[src/rtl/mbs_pkg.sv]
package mbs_pkg;

    // Number of timing fields carried in the flat configuration vector
    localparam int unsigned NUM_FIELDS = 8;

    // Field slots, slot 0 in the least significant position
    localparam int unsigned FLD_IDLE_EXTRA = 0;
    localparam int unsigned FLD_WR_LEN     = 1;
    localparam int unsigned FLD_WR_DELAY   = 2;
    localparam int unsigned FLD_OE_TRAIL   = 3;
    localparam int unsigned FLD_OE_LEAD    = 4;
    localparam int unsigned FLD_CS_LEN     = 5;
    localparam int unsigned FLD_ALE_GAP    = 6;
    localparam int unsigned FLD_ALE_LEN    = 7;

    typedef enum logic [2:0] {
        PH_READY = 3'd0,
        PH_ALE   = 3'd1,
        PH_GAP   = 3'd2,
        PH_CS    = 3'd3,
        PH_IDLE  = 3'd4
    } phase_e;

    // Length fields that must span at least one cycle
    function automatic logic needs_floor(int unsigned fld);
        return (fld == FLD_ALE_LEN) || (fld == FLD_CS_LEN);
    endfunction

    function automatic logic phase_active(phase_e ph);
        return (ph == PH_ALE) || (ph == PH_GAP) || (ph == PH_CS);
    endfunction

endpackage

[src/rtl/mbs_cfg_capture.sv]
module mbs_cfg_capture
    import mbs_pkg::*;
#(
    parameter int unsigned CW = 6
) (
    input  logic                     clk,
    input  logic                     rst,
    input  logic                     load,
    input  logic                     is_write,
    input  logic [NUM_FIELDS*CW-1:0] cfg_raw,
    output logic [NUM_FIELDS*CW-1:0] cfg_q,
    output logic                     wr_q
);
    localparam int unsigned FW = NUM_FIELDS * CW;

    logic [FW-1:0] cfg_fixed;

    // Length fields get a floor of one cycle; the others pass unchanged
    for (genvar f = 0; f < NUM_FIELDS; f++) begin : g_fld
        if (needs_floor(f)) begin : g_floor
            assign cfg_fixed[f*CW +: CW] =
                (cfg_raw[f*CW +: CW] == '0) ? CW'(1) : cfg_raw[f*CW +: CW];
        end else begin : g_pass
            assign cfg_fixed[f*CW +: CW] = cfg_raw[f*CW +: CW];
        end
    end

    always_ff @(posedge clk) begin
        if (rst) begin
            cfg_q <= '0;
            wr_q  <= 1'b0;
        end else if (load) begin
            cfg_q <= cfg_fixed;
            wr_q  <= is_write;
        end
    end

endmodule

[src/rtl/mbs_phase_ctrl.sv]
module mbs_phase_ctrl
    import mbs_pkg::*;
#(
    parameter int unsigned CW = 6
) (
    input  logic                     clk,
    input  logic                     rst,
    input  logic                     start,
    input  logic [NUM_FIELDS*CW-1:0] cfg_q,
    output phase_e                   phase,
    output logic [CW-1:0]            pcnt,
    output logic [CW+1:0]            elapsed,
    output logic                     accept,
    output logic                     done
);
    logic [CW-1:0] ale_len, ale_gap, cs_len, idle_extra;

    assign ale_len    = cfg_q[FLD_ALE_LEN*CW    +: CW];
    assign ale_gap    = cfg_q[FLD_ALE_GAP*CW    +: CW];
    assign cs_len     = cfg_q[FLD_CS_LEN*CW     +: CW];
    assign idle_extra = cfg_q[FLD_IDLE_EXTRA*CW +: CW];

    assign accept = (phase == PH_READY) && start;

    always_ff @(posedge clk) begin
        if (rst) begin
            phase   <= PH_READY;
            pcnt    <= '0;
            elapsed <= '0;
            done    <= 1'b0;
        end else begin
            done <= 1'b0;
            case (phase)
                PH_READY: begin
                    if (start) begin
                        phase   <= PH_ALE;
                        pcnt    <= '0;
                        elapsed <= '0;
                    end
                end
                PH_ALE: begin
                    elapsed <= elapsed + 1'b1;
                    if (pcnt == ale_len - 1'b1) begin
                        pcnt  <= '0;
                        phase <= (ale_gap == '0) ? PH_CS : PH_GAP;
                    end else begin
                        pcnt <= pcnt + 1'b1;
                    end
                end
                PH_GAP: begin
                    elapsed <= elapsed + 1'b1;
                    if (pcnt == ale_gap - 1'b1) begin
                        pcnt  <= '0;
                        phase <= PH_CS;
                    end else begin
                        pcnt <= pcnt + 1'b1;
                    end
                end
                PH_CS: begin
                    elapsed <= elapsed + 1'b1;
                    if (pcnt == cs_len - 1'b1) begin
                        pcnt  <= '0;
                        phase <= PH_IDLE;
                    end else begin
                        pcnt <= pcnt + 1'b1;
                    end
                end
                PH_IDLE: begin
                    if (pcnt == idle_extra) begin
                        pcnt  <= '0;
                        phase <= PH_READY;
                        done  <= 1'b1;
                    end else begin
                        pcnt <= pcnt + 1'b1;
                    end
                end
                default: begin
                    phase <= PH_READY;
                    pcnt  <= '0;
                end
            endcase
        end
    end

    // done lasts one cycle and only follows the recovery period
    a_r7_done_single: assert property (@(posedge clk) disable iff (rst)
        done |=> !done);
    a_r7_done_after_idle: assert property (@(posedge clk) disable iff (rst)
        done |-> ($past(phase) == PH_IDLE) && (phase != PH_IDLE));
    // a new access only ever starts from the ready state
    a_r8_start_from_ready: assert property (@(posedge clk) disable iff (rst)
        ((phase == PH_ALE) && ($past(phase) != PH_ALE)) |-> ($past(phase) == PH_READY));
    // recovery is entered only from the chip select phase
    a_r7_idle_after_cs: assert property (@(posedge clk) disable iff (rst)
        ((phase == PH_IDLE) && ($past(phase) != PH_IDLE)) |-> ($past(phase) == PH_CS));

endmodule

[src/rtl/mbs_strobe_gen.sv]
module mbs_strobe_gen
    import mbs_pkg::*;
#(
    parameter int unsigned CW = 6
) (
    input  logic                     clk,
    input  logic                     rst,
    input  phase_e                   phase,
    input  logic [CW-1:0]            pcnt,
    input  logic [CW+1:0]            elapsed,
    input  logic [NUM_FIELDS*CW-1:0] cfg_q,
    input  logic                     wr_q,
    output logic                     ale,
    output logic                     cs,
    output logic                     oe,
    output logic                     wr,
    output logic                     drv_en
);
    localparam int unsigned EW = CW + 2;

    logic [CW-1:0] cs_len, oe_lead, oe_trail, wr_delay, wr_len;
    logic [EW-1:0] wr_lo, wr_hi;
    logic [CW:0]   oe_sum;
    logic          in_access;

    assign cs_len   = cfg_q[FLD_CS_LEN*CW   +: CW];
    assign oe_lead  = cfg_q[FLD_OE_LEAD*CW  +: CW];
    assign oe_trail = cfg_q[FLD_OE_TRAIL*CW +: CW];
    assign wr_delay = cfg_q[FLD_WR_DELAY*CW +: CW];
    assign wr_len   = cfg_q[FLD_WR_LEN*CW   +: CW];

    // Write window measured from the first address latch cycle
    assign wr_lo     = EW'(wr_delay);
    assign wr_hi     = EW'(wr_delay) + EW'(wr_len);
    // Read window measured from the first chip select cycle
    assign oe_sum    = {1'b0, pcnt} + {1'b0, oe_trail};
    assign in_access = phase_active(phase);

    always_comb begin
        ale    = (phase == PH_ALE);
        cs     = (phase == PH_CS);
        wr     = wr_q && in_access && (elapsed >= wr_lo) && (elapsed < wr_hi);
        oe     = !wr_q && (phase == PH_CS) && (pcnt >= oe_lead)
                 && (oe_sum < {1'b0, cs_len});
        drv_en = wr_q && (phase == PH_CS);
    end

    // latch strobe and chip select never overlap
    a_r3_ale_cs_excl: assert property (@(posedge clk) disable iff (rst)
        !(ale && cs));
    // data drive only inside chip select
    a_r6_drv_in_cs: assert property (@(posedge clk) disable iff (rst)
        drv_en |-> cs);
    // output enable only inside chip select and never with the write strobe
    a_r5_oe_in_cs: assert property (@(posedge clk) disable iff (rst)
        oe |-> (cs && !wr && !drv_en));
    // write strobe never outlives chip select
    a_r4_wr_not_after_cs: assert property (@(posedge clk) disable iff (rst)
        (wr && $past(cs)) |-> cs);

endmodule

[src/rtl/mbs_sequencer.sv]
module mbs_sequencer
    import mbs_pkg::*;
#(
    parameter int unsigned CW = 6
) (
    input  logic          clk,
    input  logic          rst,
    input  logic          start,
    input  logic          is_write,
    input  logic [CW-1:0] cfg_ale_len,
    input  logic [CW-1:0] cfg_ale_gap,
    input  logic [CW-1:0] cfg_cs_len,
    input  logic [CW-1:0] cfg_oe_lead,
    input  logic [CW-1:0] cfg_oe_trail,
    input  logic [CW-1:0] cfg_wr_delay,
    input  logic [CW-1:0] cfg_wr_len,
    input  logic [CW-1:0] cfg_idle_extra,
    output logic          ale,
    output logic          cs,
    output logic          oe,
    output logic          wr,
    output logic          drv_en,
    output logic          busy,
    output logic          done
);
    localparam int unsigned FW = NUM_FIELDS * CW;
    localparam int unsigned EW = CW + 2;

    logic [FW-1:0] cfg_raw, cfg_q;
    logic          wr_q, accept;
    phase_e        phase;
    logic [CW-1:0] pcnt;
    logic [EW-1:0] elapsed;

    assign cfg_raw = {cfg_ale_len, cfg_ale_gap, cfg_cs_len, cfg_oe_lead,
                      cfg_oe_trail, cfg_wr_delay, cfg_wr_len, cfg_idle_extra};

    mbs_cfg_capture #(.CW(CW)) cap_i (
        .clk      (clk),
        .rst      (rst),
        .load     (accept),
        .is_write (is_write),
        .cfg_raw  (cfg_raw),
        .cfg_q    (cfg_q),
        .wr_q     (wr_q)
    );

    mbs_phase_ctrl #(.CW(CW)) ctrl_i (
        .clk     (clk),
        .rst     (rst),
        .start   (start),
        .cfg_q   (cfg_q),
        .phase   (phase),
        .pcnt    (pcnt),
        .elapsed (elapsed),
        .accept  (accept),
        .done    (done)
    );

    mbs_strobe_gen #(.CW(CW)) strb_i (
        .clk     (clk),
        .rst     (rst),
        .phase   (phase),
        .pcnt    (pcnt),
        .elapsed (elapsed),
        .cfg_q   (cfg_q),
        .wr_q    (wr_q),
        .ale     (ale),
        .cs      (cs),
        .oe      (oe),
        .wr      (wr),
        .drv_en  (drv_en)
    );

    assign busy = (phase != PH_READY);

    // captured configuration is frozen across a running access
    a_r9_cfg_frozen: assert property (@(posedge clk) disable iff (rst)
        (busy && $past(busy)) |-> ($stable(cfg_q) && $stable(wr_q)));
    // busy and done are never high together
    a_r7_busy_done_excl: assert property (@(posedge clk) disable iff (rst)
        !(busy && done));
    // an access always opens with the latch strobe
    a_r2_open_with_ale: assert property (@(posedge clk) disable iff (rst)
        $rose(busy) |-> ale);

endmodule

[config.mk]
export PLATFORM = sky130hd
export DESIGN_NAME = mbs_sequencer
export DESIGN_NICKNAME = d
export VERILOG_FILES = /design/src/rtl/mbs_pkg.sv /design/src/rtl/mbs_cfg_capture.sv /design/src/rtl/mbs_phase_ctrl.sv /design/src/rtl/mbs_strobe_gen.sv /design/src/rtl/mbs_sequencer.sv
export SDC_FILE = /design/constraint.sdc
export NUM_CORES = 1
export LEC_CHECK = 0
export CAP_MARGIN = 5
export CORE_ASPECT_RATIO = 0.9
export CORE_MARGIN = 3
export CORE_UTILIZATION = 40
export DETAILED_ROUTE_END_ITERATION = 10
export DONT_BUFFER_PORTS = 1
export GPL_ROUTABILITY_DRIVEN = 0
export SYNTH_ARGS = -nofsm -noshare
export SYNTH_HDL_FRONTEND = slang
export SYNTH_SLANG_ARGS = --single-unit
[constraint.sdc]
create_clock -name clk -period 2.7 [get_ports clk]
set_input_delay 0.135 -clock clk [delete_from_list [all_inputs] [get_ports clk]]
set_output_delay 0.135 -clock clk [all_outputs]
set_load 0.005 [all_outputs]
Yosys cells after proc, flatten, opt, wreduce, memory -nomap -nowiden:

Index checks and enable logic that the tools add are counted.

* output and inout bits: 7
* word-level logic and storage cells: 70
* input bits: 52
* bits in registers: 67

* equal/unequal tests: 13
* magnitude comparators: 4
* multiplexer cells: 18
* add/sub/neg operators: 7
* reduce and logical (&&, ||, !) cells: 21
* bitwise logic cells: 1

Operators by type and width (number)
* two-way mux 6 bit: 7
* case mux 6 bit (5 select lines): 1
* == test 6 bit: 4
* logical NOT 6 bit: 3
* subtractor 6 x 1 -> 6 bit (second input constant): 3
* case mux 8 bit (2 select lines): 1
* two-way mux 3 bit: 5
* case mux 3 bit (5 select lines): 1
* adder 6 x 6 -> 7 bit: 2
* adder 8 x 1 -> 8 bit (second input constant): 1
* >= comparator 8 x 6 -> 1 bit: 1
* logical AND 1 bit: 8
* less-than comparator 8 bit: 1
* two-way mux 8 bit: 1
* inequality test 2 x 1 -> 1 bit (second input constant): 4
* less-than comparator 7 x 6 -> 1 bit: 1
* adder 6 x 1 -> 6 bit (second input constant): 1
* == test 3 x 2 -> 1 bit (second input constant): 2
* >= comparator 6 bit: 1
* AND reduction 5 bit: 1
* == test 3 x 1 -> 1 bit (second input constant): 1
* == test 3 bit (second input constant): 1
* logical NOT 3 bit: 1
* nonzero test 3 bit: 1
* 9 further kinds: 11

Longest topological paths before layout:

* depth in word-level cells: 6
* depth in mapped cells: 11
* depth with buffers taken out: 11

Hierarchy:

Synthesis repeated with hierarchy kept, for this count alone.

* cells, all modules: 467
* area total of the unflattened synthesis: 4355.4 um2

Modules (own cells, without submodules)
* mbs_cfg_capture: sequential area each 980.9 um2, cells an instance 164, instances 1, area each 1798.0 um2
* mbs_phase_ctrl: sequential area each 360.3 um2, cells an instance 177, instances 1, area each 1559.0 um2
* mbs_strobe_gen: sequential area each 0.0 um2, cells an instance 125, instances 1, area each 992.2 um2
* mbs_sequencer: sequential area each 0.0 um2, cells an instance 1, instances 1, area each 6.3 um2

Worst setup path after synthesis:

No wires, ideal clock.

* kind: register -> output
* start point: register cap_i.cfg_q[6]
* end point: output wr
* data required time: 2565 ps
* path buffers: 0
* data arrival time: 2331 ps
* stages on the path, launching flop included: 11
* slack: 234 ps
* cells stage by stage: dfxtp_1 ha_1 fa_1 inv_1 ha_1 a21o_1 a21o_1 a21o_1 a21o_1 a21o_1 a221oi_1

* longest elaborated chain between the ends: 3

Ends and longest elaborated chain
* start: declaration: RTL line mbs_cfg_capture.sv:11 `output logic [NUM_FIELDS*CW-1:0] cfg_q,`
* start signal: assignment: RTL line mbs_cfg_capture.sv:33 `cfg_q <= cfg_fixed;`
* adder 6 x 6 -> 7 bit: RTL line mbs_strobe_gen.sv:34 `assign wr_hi = EW'(wr_delay) + EW'(wr_len);`
* less-than comparator 8 bit: RTL line mbs_strobe_gen.sv:42 `wr = wr_q && in_access && (elapsed >= wr_lo) && (elapsed < wr_hi);`
* logical AND 1 bit: RTL line mbs_strobe_gen.sv:42
* end: declaration: RTL line mbs_sequencer.sv:21 `output logic wr,`

Every way passes these cells.

Worst setup path in the final report:

* start point: register cap_i.cfg_q[12]
* end point: output wr

* longest elaborated chain between the ends: 3
* elaborated cells between the ends (all ways): 5
* classes of those cells: add/sub: 1; order compare: 2; reduce/logical: 2

Ends and longest elaborated chain (RTL line)
* adder 6 x 6 -> 7 bit or >= comparator 8 x 6 -> 1 bit (tied branches): mbs_strobe_gen.sv:34, mbs_strobe_gen.sv:42
* less-than comparator 8 bit or logical AND 1 bit (tied branches): mbs_strobe_gen.sv:42
* logical AND 1 bit (*): mbs_strobe_gen.sv:42

Mark *: on every way between the ends. The rest lies on a longest branch, timed or not.

==> results_dict.tcl <==
set metrics [dict create \
    nNetsFinal 660 \
    synth_mux_area_share_pct 0.546 \
    cts.sinks 67 \
    max_freq_ghz 0.339 \
    min_period_over_period_pct 109 \
    crit_required_ns 2.57 \
    clock_skew_ns 0.00600 \
    setup_tns_ns -0.250 \
    max_slew_margin_pct 55.5 \
    yosysWarningCount 0 \
    synthSimpleGateAreaFrac_pct 20.9 \
    synth_top_cells_by_area "dfxtp_1, ha_1, nand2_1" \
    syn_area_per_cell_um2 7.92 \
    viasPerCell 5.04 \
    status "finished, violations left" \
    dp_hpwl_mm 6.70 \
    die_h_um 102 \
    synthFlopType "dfxtp_1" \
    synth_xor_area_share_pct 8.46 \
    grt_pass1_vias 3407 \
    antenna_found_initial 0 \
    worst_pin_slew_ns 0.667 \
    cts-root-buf "clkbuf_16" \
    critical_path.most_common_cell "a21o_1" \
    fin_util_pct 52.0 \
    regArea_um2 1350 \
    grt_max_degree 65 \
    power_density_nw_per_um2 834 \
    syn_area_um2 4120 \
    ir_drop_v 0.000524 \
    fillerInstances 942 \
    slew_violations 0 \
    die-area_um2 11600 \
    drt_iter0_markers 98 \
    numCtsBuffers 9 \
    crit_arrival_ns 2.81 \
    vias 3512 \
    synthArstFlopShare_pct 0 \
    synth-seq-cells 67 \
    finalHoldViolCount 0 \
    synth_top_family_by_area "simple AND/OR/NAND/NOR gates" \
    yosys.area.top_type "dfxtp_1" \
    htree_levels 3 \
    end_kind "primary output" \
    wl_per_cell_um 14.0 \
    dp_cells 630 \
    power.leakage_uw 0.00211 \
    ant_nets 0 \
    cts_tree "built" \
    postSynthCellCount 521 \
    io_buffer_count 0 \
    hold-worst-slack_ns 0.0223 \
    drive_gt1_share_pct 9.11 \
    worstPathCellList "ha_4 > fa_1 > inv_1 > ha_1 > a21o_1 > a21o_1 > a21o_1 > a21o_1 > a21o_1 > a221oi_2 > buf_4" \
    grt_usage_pct 18.0 \
    worstHoldStart "start" \
    io-pin-count 59 \
    min_path_type "in2reg" \
    drc_errors 0 \
    cts_setup_buffers 0 \
    critical-path-slowest-cell "fa_1" \
    syn_to_final_growth_pct 24.4 \
    total_power_uw 4280 \
    grt_overflow 0 \
    fin_crit_ns 2.95 \
    max_stage_delay_ns 0.48 \
    diodes 0 \
    multi_input_area_um2 2580 \
    violations "setup timing" \
    drv_cap 0 \
    yosysMostFrequentCell "nand2_1" \
    worstPathMaxFanout 2 \
    synth_edf_count 0 \
    rsz0062_at_grt "yes" \
    seq_area_frac_synth_pct 32.5 \
    synth_nets 615 \
    setup_viol 1 \
    wl_mm 9.75 \
    r2r_start "cap_i.cfg_q[30]" \
    synth_compound_area_share_pct 18.4 \
    core_area_um2 9870 \
    synth.distinct_cells 51 \
    clock_path_buffers 2 \
    path_clk_slew_ns 0.05 \
    start_util_pct 41.8 \
    die_x_um 113 \
    clk-insertion-delay-late_ns 0.33 \
    yosys-top-cells-count "nand2_1, dfxtp_1, a21oi_1, ha_1, inv_1" \
    dr.pass1.iters 4 \
    crit_path_start "cap_i.cfg_q[12]" \
    grt_pass1_wl_mm 16.4 \
    fp-row-count 34 \
    synthAdderAreaFrac_pct 13.1 \
    setup.worst_path.class "reg2out" \
    critPathLaunchType "register" \
    stdcell_count 697 \
    netlist.area_leader.share_pct 32.5 \
    fin_ws_ns -0.250 \
]
## final cells by class
cell class | instances | share of cell area [%]
well taps | 126 | 3.07
flip-flops and latches | 67 | 26.3
clock inverters | 1 | 0.585
repair buffers | 62 | 12.1
inverters | 30 | 2.20
multi-input cells | 396 | 50.3
clock buffers | 15 | 5.41
## logic make-up (layout without fill, tap and decap cells)
kind of cell / after synthesis / count (layout)
multiplexers: 2 / 2
AO/OA/AOI/OAI: 116 / 116
adder cells (fa/ha/maj): 42 / 42
buffers and inverters: 58 / 108
flip-flops: 67 / 67
AND/OR/NAND/NOR: 197 / 197
XOR/XNOR: 39 / 39
## cell usage in the layout, fill, tap and decap left out, drive strengths merged, types with 3 or more instances in the layout
cell type,n
a221oi,3
xnor2,22
clkbuf,15
nor3b,3
nor2,29
a21oi,64
nand3,19
o21bai,3
ha,40
xor2,17
dlygate4sd3,50
inv,30
dfxtp,67
nand2,114
nand2b,5
and3,3
buf,12
o21ai,10
a21o,14
nor2b,4
nor3,10
## critical path: cells and delay by family (launching register included)
kind,cells,cell delay [ns]
fa+ha+maj,3,0.92
flops,1,0.33
buf+inv,2,0.19
compound gates,6,1.05
## path summary, 6_finish.rpt
check                                       end  slack (ns)  depth (start not counted)
worst min register to register  cap_i.cfg_q[29]        0.45                          2
worst min-delay path             ctrl_i.pcnt[2]        0.02                          3
worst max-delay path                         wr       -0.25                         11
worst max register to register   ctrl_i.pcnt[3]        0.45                          8
## sequential cells by signal (all words and copies together), names as in the netlist
register and cells:
cap_i.cfg_q 48, ctrl_i.elapsed 8, ctrl_i.pcnt 6, ctrl_i.phase 3
cap_i.wr_q 1, ctrl_i.done 1
## report_power, final
part	total (µW)	switching (µW)	leakage, µW	internal, µW
clock network	1200	409	0.000150	791
registers	1370	198	0.000550	1170
logic	1710	939	0.00141	769
total	4280	1550	0.00211	2730
## timing repair
item,in CTS,in global routing
hold endpoints to repair,64,0
endpoints found under the setup margin,2,2
pin swaps,8,5
gates resized for setup,10,6
hold buffers,51,0
## through the flow
step | instance area [µm²] | worst slack (ns)
3_5_place_dp | 4240 | -0.0248
4_1_cts | 5110 | -0.296
3_3_place_gp | 4240 | -0.0140
6_report | 5130 | -0.250
2_1_floorplan | 4120 | 0.234
5_1_grt | 5130 | -0.390
## per-layer routing
layer	global-route usage [%]	wire [µm]
met1	24.3	4950
met4	6.19	104
met5	0	0
met2	28.2	4350
met3	4.62	353
Power figures use the tool's default switching activity.
